## config.mk

```make
export PLATFORM = sky130hd
export DESIGN_NAME = usb_frame_timer
export DESIGN_NICKNAME = d
export VERILOG_FILES = /design/src/rtl/ft_pkg.sv /design/src/rtl/ft_counter.sv /design/src/rtl/ft_regs.sv /design/src/rtl/usb_frame_timer.sv
export SDC_FILE = /design/constraint.sdc
export NUM_CORES = 1
export LEC_CHECK = 0
export BUFFER_PORTS_ARGS = -buffer_cell sky130_fd_sc_hd__buf_4
export CELL_PAD_IN_SITES_DETAIL_PLACEMENT = 1
export CELL_PAD_IN_SITES_GLOBAL_PLACEMENT = 2
export CORE_ASPECT_RATIO = 1.75
export CORE_UTILIZATION = 28
export DETAILED_ROUTE_END_ITERATION = 8
export PLACE_DENSITY_LB_ADDON = 0.12
export SYNTH_ARGS = -nofsm -noshare
export SYNTH_HDL_FRONTEND = slang
export SYNTH_SLANG_ARGS = --single-unit
export TNS_END_PERCENT = 20
```

## constraint.sdc

```tcl
create_clock -name clk -period 2.6 [get_ports clk]
set_input_delay 0.52 -clock clk [delete_from_list [all_inputs] [get_ports clk]]
set_output_delay 0.52 -clock clk [all_outputs]
set_load 0.005 [all_outputs]
```

## src/rtl/ft_pkg.sv

```systemverilog
package ft_pkg;
  localparam logic [7:0] CODE_IVL_RD = 8'h0D;
  localparam logic [7:0] CODE_IVL_WR = 8'h8D;
  localparam logic [7:0] CODE_REM_RD = 8'h0E;
  localparam logic [7:0] CODE_REM_WR = 8'h8E;

  typedef enum logic [1:0] {SEL_NONE, SEL_IVL, SEL_REM} reg_sel_e;

  function automatic reg_sel_e decode_sel(input logic [7:0] code);
    case ({1'b0, code[6:0]})
      CODE_IVL_RD: decode_sel = SEL_IVL;
      CODE_REM_RD: decode_sel = SEL_REM;
      default:     decode_sel = SEL_NONE;
    endcase
  endfunction

  function automatic logic is_write(input logic [7:0] code);
    is_write = code[7];
  endfunction

  // Saturating decrement used by both counters.
  function automatic logic [31:0] sat_dec(input logic [31:0] v);
    sat_dec = (v == 32'd0) ? 32'd0 : v - 32'd1;
  endfunction
endpackage

```

## src/rtl/ft_counter.sv

```systemverilog
module ft_counter #(
  parameter int W = 14,
  parameter logic [W-1:0] RESET_VAL = '0
) (
  input  logic         clk,
  input  logic         rst_n,
  input  logic         load,
  input  logic [W-1:0] load_val,
  input  logic         dec,
  output logic [W-1:0] value,
  output logic         is_zero
);
  import ft_pkg::*;
  localparam int PADW = 32 - W;

  logic [31:0] dec_wide;
  assign dec_wide = sat_dec({{PADW{1'b0}}, value});

  always_ff @(posedge clk) begin
    if (!rst_n)     value <= RESET_VAL;
    else if (load)  value <= load_val;
    else if (dec)   value <= dec_wide[W-1:0];
  end

  assign is_zero = (value == '0);

  p_hold_r3: assert property (@(posedge clk) disable iff (!rst_n)
    (!load && !dec) |=> $stable(value));
  p_dec_r3: assert property (@(posedge clk) disable iff (!rst_n)
    (!load && dec && !is_zero) |=> (value == $past(value) - 1'b1));
  p_sat_r6: assert property (@(posedge clk) disable iff (!rst_n)
    (!load && dec && is_zero) |=> is_zero);
  p_load_r8: assert property (@(posedge clk) disable iff (!rst_n)
    load |=> (value == $past(load_val)));
endmodule

```

## src/rtl/ft_regs.sv

```systemverilog
module ft_regs #(
  parameter int FI_W = 14,
  parameter int PB_W = 15,
  parameter int DATA_W = 32,
  parameter logic [FI_W-1:0] NOMINAL_FI = 14'd11999
) (
  input  logic              clk,
  input  logic              rst_n,
  input  logic              hc_reset,
  input  logic              wr_ivl,
  input  logic [DATA_W-1:0] wr_data,
  output logic [FI_W-1:0]   ivl_fi,
  output logic [PB_W-1:0]   ivl_pb,
  output logic              ivl_tog
);
  localparam int PB_LO = 16;
  localparam int TOG_BIT = DATA_W - 1;

  always_ff @(posedge clk) begin
    if (!rst_n) begin
      ivl_fi  <= NOMINAL_FI;
      ivl_pb  <= '0;
      ivl_tog <= 1'b0;
    end else begin
      if (wr_ivl) begin
        ivl_pb  <= wr_data[PB_LO +: PB_W];
        ivl_tog <= wr_data[TOG_BIT];
      end
      if (hc_reset)    ivl_fi <= NOMINAL_FI;
      else if (wr_ivl) ivl_fi <= wr_data[FI_W-1:0];
    end
  end

  p_hcr_nominal_r7: assert property (@(posedge clk) disable iff (!rst_n)
    hc_reset |=> (ivl_fi == NOMINAL_FI));
  p_hcr_keeps_r7: assert property (@(posedge clk) disable iff (!rst_n)
    (hc_reset && !wr_ivl) |=> ($stable(ivl_pb) && $stable(ivl_tog)));
  p_ivl_write_r2: assert property (@(posedge clk) disable iff (!rst_n)
    (wr_ivl && !hc_reset) |=> (ivl_fi == $past(wr_data[FI_W-1:0])));
  p_idle_r9: assert property (@(posedge clk) disable iff (!rst_n)
    (!wr_ivl && !hc_reset) |=> ($stable(ivl_fi) && $stable(ivl_pb) && $stable(ivl_tog)));
endmodule

```

## src/rtl/usb_frame_timer.sv

```systemverilog
module usb_frame_timer #(
  parameter int FI_W = 14,
  parameter int PB_W = 15,
  parameter int DATA_W = 32,
  parameter logic [FI_W-1:0] NOMINAL_FI = 14'd11999
) (
  input  logic              clk,
  input  logic              rst_n,
  input  logic              hc_reset,
  input  logic              bit_en,
  input  logic              cmd_valid,
  input  logic [7:0]        cmd_code,
  input  logic [DATA_W-1:0] cmd_wdata,
  output logic [DATA_W-1:0] rd_data,
  output logic              sof_pulse,
  output logic [FI_W-1:0]   frame_remaining,
  output logic [PB_W-1:0]   pkt_budget,
  output logic              budget_empty
);
  import ft_pkg::*;
  localparam int PB_LO = 16;
  localparam int RSV_W = PB_LO - FI_W;

  logic            wr_ivl, wr_rem, rem_zero, frame_start, rem_load;
  logic [FI_W-1:0] ivl_fi, rem_load_val;
  logic [PB_W-1:0] ivl_pb;
  logic            ivl_tog;
  reg_sel_e        rd_sel;

  assign wr_ivl = cmd_valid && (cmd_code == CODE_IVL_WR);
  assign wr_rem = cmd_valid && (cmd_code == CODE_REM_WR);
  assign rd_sel = (cmd_valid && !is_write(cmd_code)) ? decode_sel(cmd_code) : SEL_NONE;

  ft_regs #(.FI_W(FI_W), .PB_W(PB_W), .DATA_W(DATA_W), .NOMINAL_FI(NOMINAL_FI)) u_regs (
    .clk(clk), .rst_n(rst_n), .hc_reset(hc_reset), .wr_ivl(wr_ivl),
    .wr_data(cmd_wdata), .ivl_fi(ivl_fi), .ivl_pb(ivl_pb), .ivl_tog(ivl_tog)
  );

  // Frame boundary: expiry plus one enable, unless software overwrites the count.
  assign frame_start  = bit_en && rem_zero && !wr_rem;
  assign rem_load     = wr_rem || frame_start;
  assign rem_load_val = wr_rem ? cmd_wdata[FI_W-1:0] : ivl_fi;

  ft_counter #(.W(FI_W), .RESET_VAL(NOMINAL_FI)) u_remain (
    .clk(clk), .rst_n(rst_n), .load(rem_load), .load_val(rem_load_val),
    .dec(bit_en), .value(frame_remaining), .is_zero(rem_zero)
  );

  ft_counter #(.W(PB_W), .RESET_VAL('0)) u_budget (
    .clk(clk), .rst_n(rst_n), .load(frame_start), .load_val(ivl_pb),
    .dec(bit_en), .value(pkt_budget), .is_zero(budget_empty)
  );

  always_ff @(posedge clk) begin
    if (!rst_n) sof_pulse <= 1'b0;
    else        sof_pulse <= frame_start;
  end

  always_comb begin
    rd_data = '0;
    case (rd_sel)
      SEL_IVL: begin
        rd_data[DATA_W-1]      = ivl_tog;
        rd_data[PB_LO +: PB_W] = ivl_pb;
        rd_data[FI_W-1:0]      = ivl_fi;
      end
      SEL_REM: rd_data[FI_W-1:0] = frame_remaining;
      default: rd_data = '0;
    endcase
  end

  p_sof_reload_r4: assert property (@(posedge clk) disable iff (!rst_n)
    frame_start |=> (sof_pulse && frame_remaining == $past(ivl_fi)));
  p_sof_cause_r4: assert property (@(posedge clk) disable iff (!rst_n)
    sof_pulse |-> ($past(bit_en) && $past(rem_zero)));
  p_budget_load_r6: assert property (@(posedge clk) disable iff (!rst_n)
    frame_start |=> (pkt_budget == $past(ivl_pb)));
  p_rsvd_zero_r2: assert property (@(posedge clk) disable iff (!rst_n)
    (rd_sel == SEL_IVL) |-> (rd_data[FI_W +: RSV_W] == '0));
  p_unknown_zero_r9: assert property (@(posedge clk) disable iff (!rst_n)
    (rd_sel == SEL_NONE) |-> (rd_data == '0));
  p_mid_write_r5: assert property (@(posedge clk) disable iff (!rst_n)
    (wr_ivl && !rem_load && bit_en && !rem_zero) |=> (frame_remaining == $past(frame_remaining) - 1'b1));
endmodule

```

Yosys cells after proc, flatten, opt, wreduce, memory -nomap -nowiden
Cells that the tools add are included.
Operators by class
  reductions and logical operators: 13
  muxes and demuxes: 11
  $add $sub $neg: 2
  equal/unequal tests: 6
  bitwise logic cells: 1
Operators with widths (number)
  14-bit 2-to-1 mux: 4
  15-bit 2-to-1 mux: 3
  14-bit case mux with 2 select lines: 1
  8-bit == test, second input constant: 2
  16-bit 2-to-1 mux: 1
  15-bit zero test: 1
  15-bit by 1-bit subtractor with 15-bit output, second input constant: 1
  7-bit by 4-bit == test with 1-bit output, second input constant: 2
  14-bit zero test: 1
  14-bit by 1-bit subtractor with 14-bit output, second input constant: 1
  1-bit logical AND: 5
  2-bit case mux with 2 select lines: 1
  2-bit nonzero test: 2
  2-bit by 1-bit == test with 1-bit output, second input constant: 1
  2-bit == test, second input constant: 1
  1-bit zero test: 2
  2-bit 2-to-1 mux: 1
  2-bit OR reduction: 1
  1-bit logical OR: 1
  1-bit NOT: 1
Storage, ports and cells
  output and inout bits: 63
  bits in registers: 60

Depth between registers and ports, before layout
  word-level depth: 6
  gate-level depth with buffers: 9
  gate-level depth less buffers: 7

Cells and area by module
Synthesis repeated with hierarchy kept, for this count alone.
Second synthesis, totals
  cell total of the unflattened synthesis: 404
  area total of the unflattened synthesis: 3659.8 µm²
By module, submodules not included
  ft_regs: area an instance 1139.8 µm², cells an instance 98, instances 1
  ft_counter (u_budget): area an instance 948.4 µm², cells an instance 111, instances 1
  ft_counter (u_remain): area an instance 913.4 µm², cells an instance 110, instances 1
  usb_frame_timer: area an instance 658.1 µm², cells an instance 85, instances 1

Worst setup path before layout
No wires, ideal clock.
  path kind: input -> output
  from: in cmd_code[6]
  to: out rd_data[0]
  stages: 8
  arrival: 1.932 ns
  buffers on the path: 1
  slack: 0.148 ns
  cell sequence: nor4b_2 -> nor2b_1 -> and2_1 -> inv_1 -> ha_1 -> clkbuf_1 -> a22oi_1 -> nor2_1
Between the ends
  word-level cells in the longest chain between the ends: 5
  elaborated cells between the ends (all ways): 7
  classes of those cells: eq/ne (4); mux (3)
RTL lines
  start: declaration: RTL line usb_frame_timer.sv:12  | input logic [7:0] cmd_code,
  7-bit by 4-bit == test with 1-bit output: RTL line ft_pkg.sv:10  | case ({1'b0, code[6:0]})
  2-bit case mux with 2 select lines (*): RTL line ft_pkg.sv:10
  2-bit 2-to-1 mux (*): RTL line usb_frame_timer.sv:32  | assign rd_sel = (cmd_valid && !is_write(cmd_code)) ? decode_sel(cmd_code) : SEL_NONE;
  2-bit == test or 2-bit by 1-bit == test with 1-bit output (tied branches): RTL line usb_frame_timer.sv:61  | case (rd_sel)
  14-bit case mux with 2 select lines (*): RTL line usb_frame_timer.sv:61
  end: declaration: RTL line usb_frame_timer.sv:14  | output logic [DATA_W-1:0] rd_data,
Every way passes the cells marked *; elsewhere a longest branch is shown, timed or not.

Worst setup path in the final report
  from: in cmd_code[6]
  to: out rd_data[12]
The elaborated chain is that of the path after synthesis.

==> results.py <==
metrics = {
    "run_status": {
        "status": "completed",
    },
    "worst_hold_path": {
        "hold_path_end": "u_remain.value[2]$_SDFFE_PN1P_",
        "hp-class": "primary input to flip-flop",
        "holdCritStartpoint": "cmd_wdata[2]",
        "min_path_cells": 2,
    },
    "yosys": {
        "synth.distinct_cells": 63,
        "yosys_warnings": 0,
        "synth_cells": 470,
        "seq_area_frac_synth": 0.3458,
        "syn_area_um2": 3473,
        "synth.avg_cell_area_um2": 7.390,
        "synth_edf_count": 0,
        "ys_seq_elements": 60,
        "async_flop_share": 0,
        "ys.flop_type": "dfxtp_1",
    },
    "floorplan": {
        "fp.dieArea_um2": 12870,
        "io_pins": 108,
        "die_h_um": 149.3,
        "core_area_um2": 12070,
        "fp.dieW_um": 86.19,
        "start_util": 0.2878,
        "rows": 53,
    },
    "clock_network": {
        "cts_made_buffers": 9,
        "postCtsHoldBufs": 0,
        "cts.sinks": 60,
        "root_buffer": "clkbuf_16",
        "cts_max_level": 3,
        "clk_path_buf_depth": 2,
        "tritoncts": "done",
        "path_clk_slew_ns": 0.06,
        "insertion_delay_ns": 0.33,
    },
    "pwr": {
        "total_leakage_power_nw": 2.119,
        "powerDensity_nw_per_um2": 640.5,
        "ir_worst_vdd_mv": 0.4216,
        "p_total_w": 0.003269,
    },
    "drt": {
        "initialDrtViolationCount": 96,
        "num_vias": 3968,
        "drtAntennaViolNets": 0,
        "route.detailed.drc": 0,
        "detail_route.wl_per_cell_um": 18.64,
        "drt_wl_total_um": 14090,
        "via_per_inst": 5.249,
        "first_pass_iters": 4,
    },
    "setup_path": {
        "crit_type": "primary input to output pin",
        "required_ns": 2.08,
        "crit_fanout": 7,
        "endpoint_kind": "output pin",
        "crit_path_start_kind": "primary input",
        "worstPathArrival_ns": 2.04,
        "rr_worst_depth": 7,
        "r2r_slack_ns": 0.15,
        "reg2reg_from": "u_remain.value[0]$_SDFFE_PN1P_",
        "r2r_end": "u_remain.value[9]$_SDFFE_PN1P_",
    },
    "sta": {
        "fmax_ghz": 0.3902,
        "timing_hold_violations_final": 0,
        "drv_slew": 0,
        "skew_ns": 0.007200,
        "setup_viol": 0,
        "max_slew_margin": 0.6527,
        "rsz0062_at_grt": "true",
        "layout_min_cycle_time_ns": 2.563,
        "worst_pin_slew_ns": 0.5209,
        "final.period_utilization": 0.9857,
    },
    "finish": {
        "final_common_cell": "buf_4",
        "layout_common_cells": "buf_4 (132), nand2_1 (88), dfxtp_1 (60)",
        "ff_latch_area_um2": 1201,
        "multi_input_area_um2": 2181,
        "layout-drive-gt1-share": 0.3249,
        "fill_cells": 1535,
        "n_antenna_cell": 0,
        "final_cells": 756,
        "area_growth_pct": 46.94,
        "nNetsFinal": 636,
    },
    "global_route": {
        "grt_start_max_net_pins": 32,
        "grt.overflow.total": 0,
        "grt.total_usage": 0.2218,
        "grt_pass1_vias": 4106,
        "antenna_found_initial": 0,
        "grt_pass1_wl_um": 21720,
    },
    "run": {
        "maxCapViolCount": 0,
    },
    "place": {
        "dp_cells": 736,
        "place_hpwl_um": 9982,
        "gp_congestion": 0.7860,
        "port-buffer-count": 103,
    },
}
[cell type report]
type	instances	area share
clock buffers	12	0.05026
clock inverters	4	0.009316
inverters	12	0.008826
multi-input cells	361	0.4273
flip-flops and latches	60	0.2354
well taps	165	0.04045
repair buffers	142	0.2285
[worst max-delay path, cell delays in order]
cell,delay [ns]
buf_6,0.09
nor4b_4,0.30
nor2b_4,0.20
and2_4,0.15
inv_2,0.04
ha_4,0.18
clkbuf_16,0.17
a22oi_2,0.18
nor2_1,0.06
buf_4,0.13
[cell families after synthesis]
kind of cell,share of synthesized area
buffers and inverters,0.06195
DFF,0.3458
xor gates and xnor gates,0.007566
other,0.001080
AOI/OAI and AO/OA,0.2226
and+or+nand+nor,0.3192
muxes,0.02378
adders and majority gates,0.01801
[routing by layer]
metal,GRT usage,part of all wire,up-vias
met5,0,0,-
met4,0.07000,0.027,0
met3,0.03376,0.036,28
met2,0.4488,0.58,95
met1,0.2230,0.36,1934
li1,-,-,1911
[stage by stage]
stage               cell area [um^2]  setup TNS [ns]  setup slack [ns]  utilization  hold slack, ns
floorplan                       3477               0            0.1476            -          0.4317
global placement                4599          -1.807           -0.1272       0.3811          0.4399
detailed placement              4599          -2.551           -0.1393       0.3811          0.4534
CTS                             4946               0          0.004798       0.4098          0.3956
global route                    5104         -0.2051          -0.04328       0.4229          0.3997
finish                          5104               0           0.03727       0.4229          0.4004
[power by group]
part / switching (W) / internal, W
sequential: 0.000125 / 0.000995
combinational: 0.000464 / 0.000462
clock: 0.000433 / 0.000791
[sequential cells by signal (all words and copies together), names as in the netlist]
| name | cells |
|---|---|
| u_budget.value | 15 |
| u_regs.ivl_pb | 15 |
| u_regs.ivl_fi | 14 |
| u_remain.value | 14 |
| sof_pulse | 1 |
| u_regs.ivl_tog | 1 |
[repair_timing]
item,4_1_cts,5_1_grt
setup buffers,1,1
setup endpoints to repair,30,31
resized for setup,9,21
cloned,0,2
pin swaps,2,13
[cell usage after synthesis (12+ instances only)]
| cell | n | area share |
|---|---|---|
| a21oi_1 | 31 | 0.045 |
| a22oi_1 | 17 | 0.037 |
| a31oi_1 | 14 | 0.025 |
| and2_1 | 19 | 0.034 |
| clkbuf_1 | 29 | 0.031 |
| dfxtp_1 | 60 | 0.35 |
| inv_1 | 12 | 0.013 |
| nand2_1 | 89 | 0.096 |
| nand3_1 | 18 | 0.026 |
| nor2_1 | 35 | 0.038 |
| nor3_1 | 15 | 0.022 |
| o21ai_0 | 20 | 0.029 |
[how the worst max path moves through the flow]
stage,startpoint,end,slack [ns],depth (start not counted)
after floorplan,cmd_code[6],rd_data[0],0.15,8
after global placement,cmd_code[6],rd_data[12],-0.13,10
after detailed placement,cmd_code[6],rd_data[12],-0.14,10
after CTS,cmd_code[4],rd_data[6],0.005,10
after global routing,cmd_code[6],rd_data[13],-0.04,10
final,cmd_code[6],rd_data[12],0.04,10
Note: power is estimated with default switching activity, not from simulation.
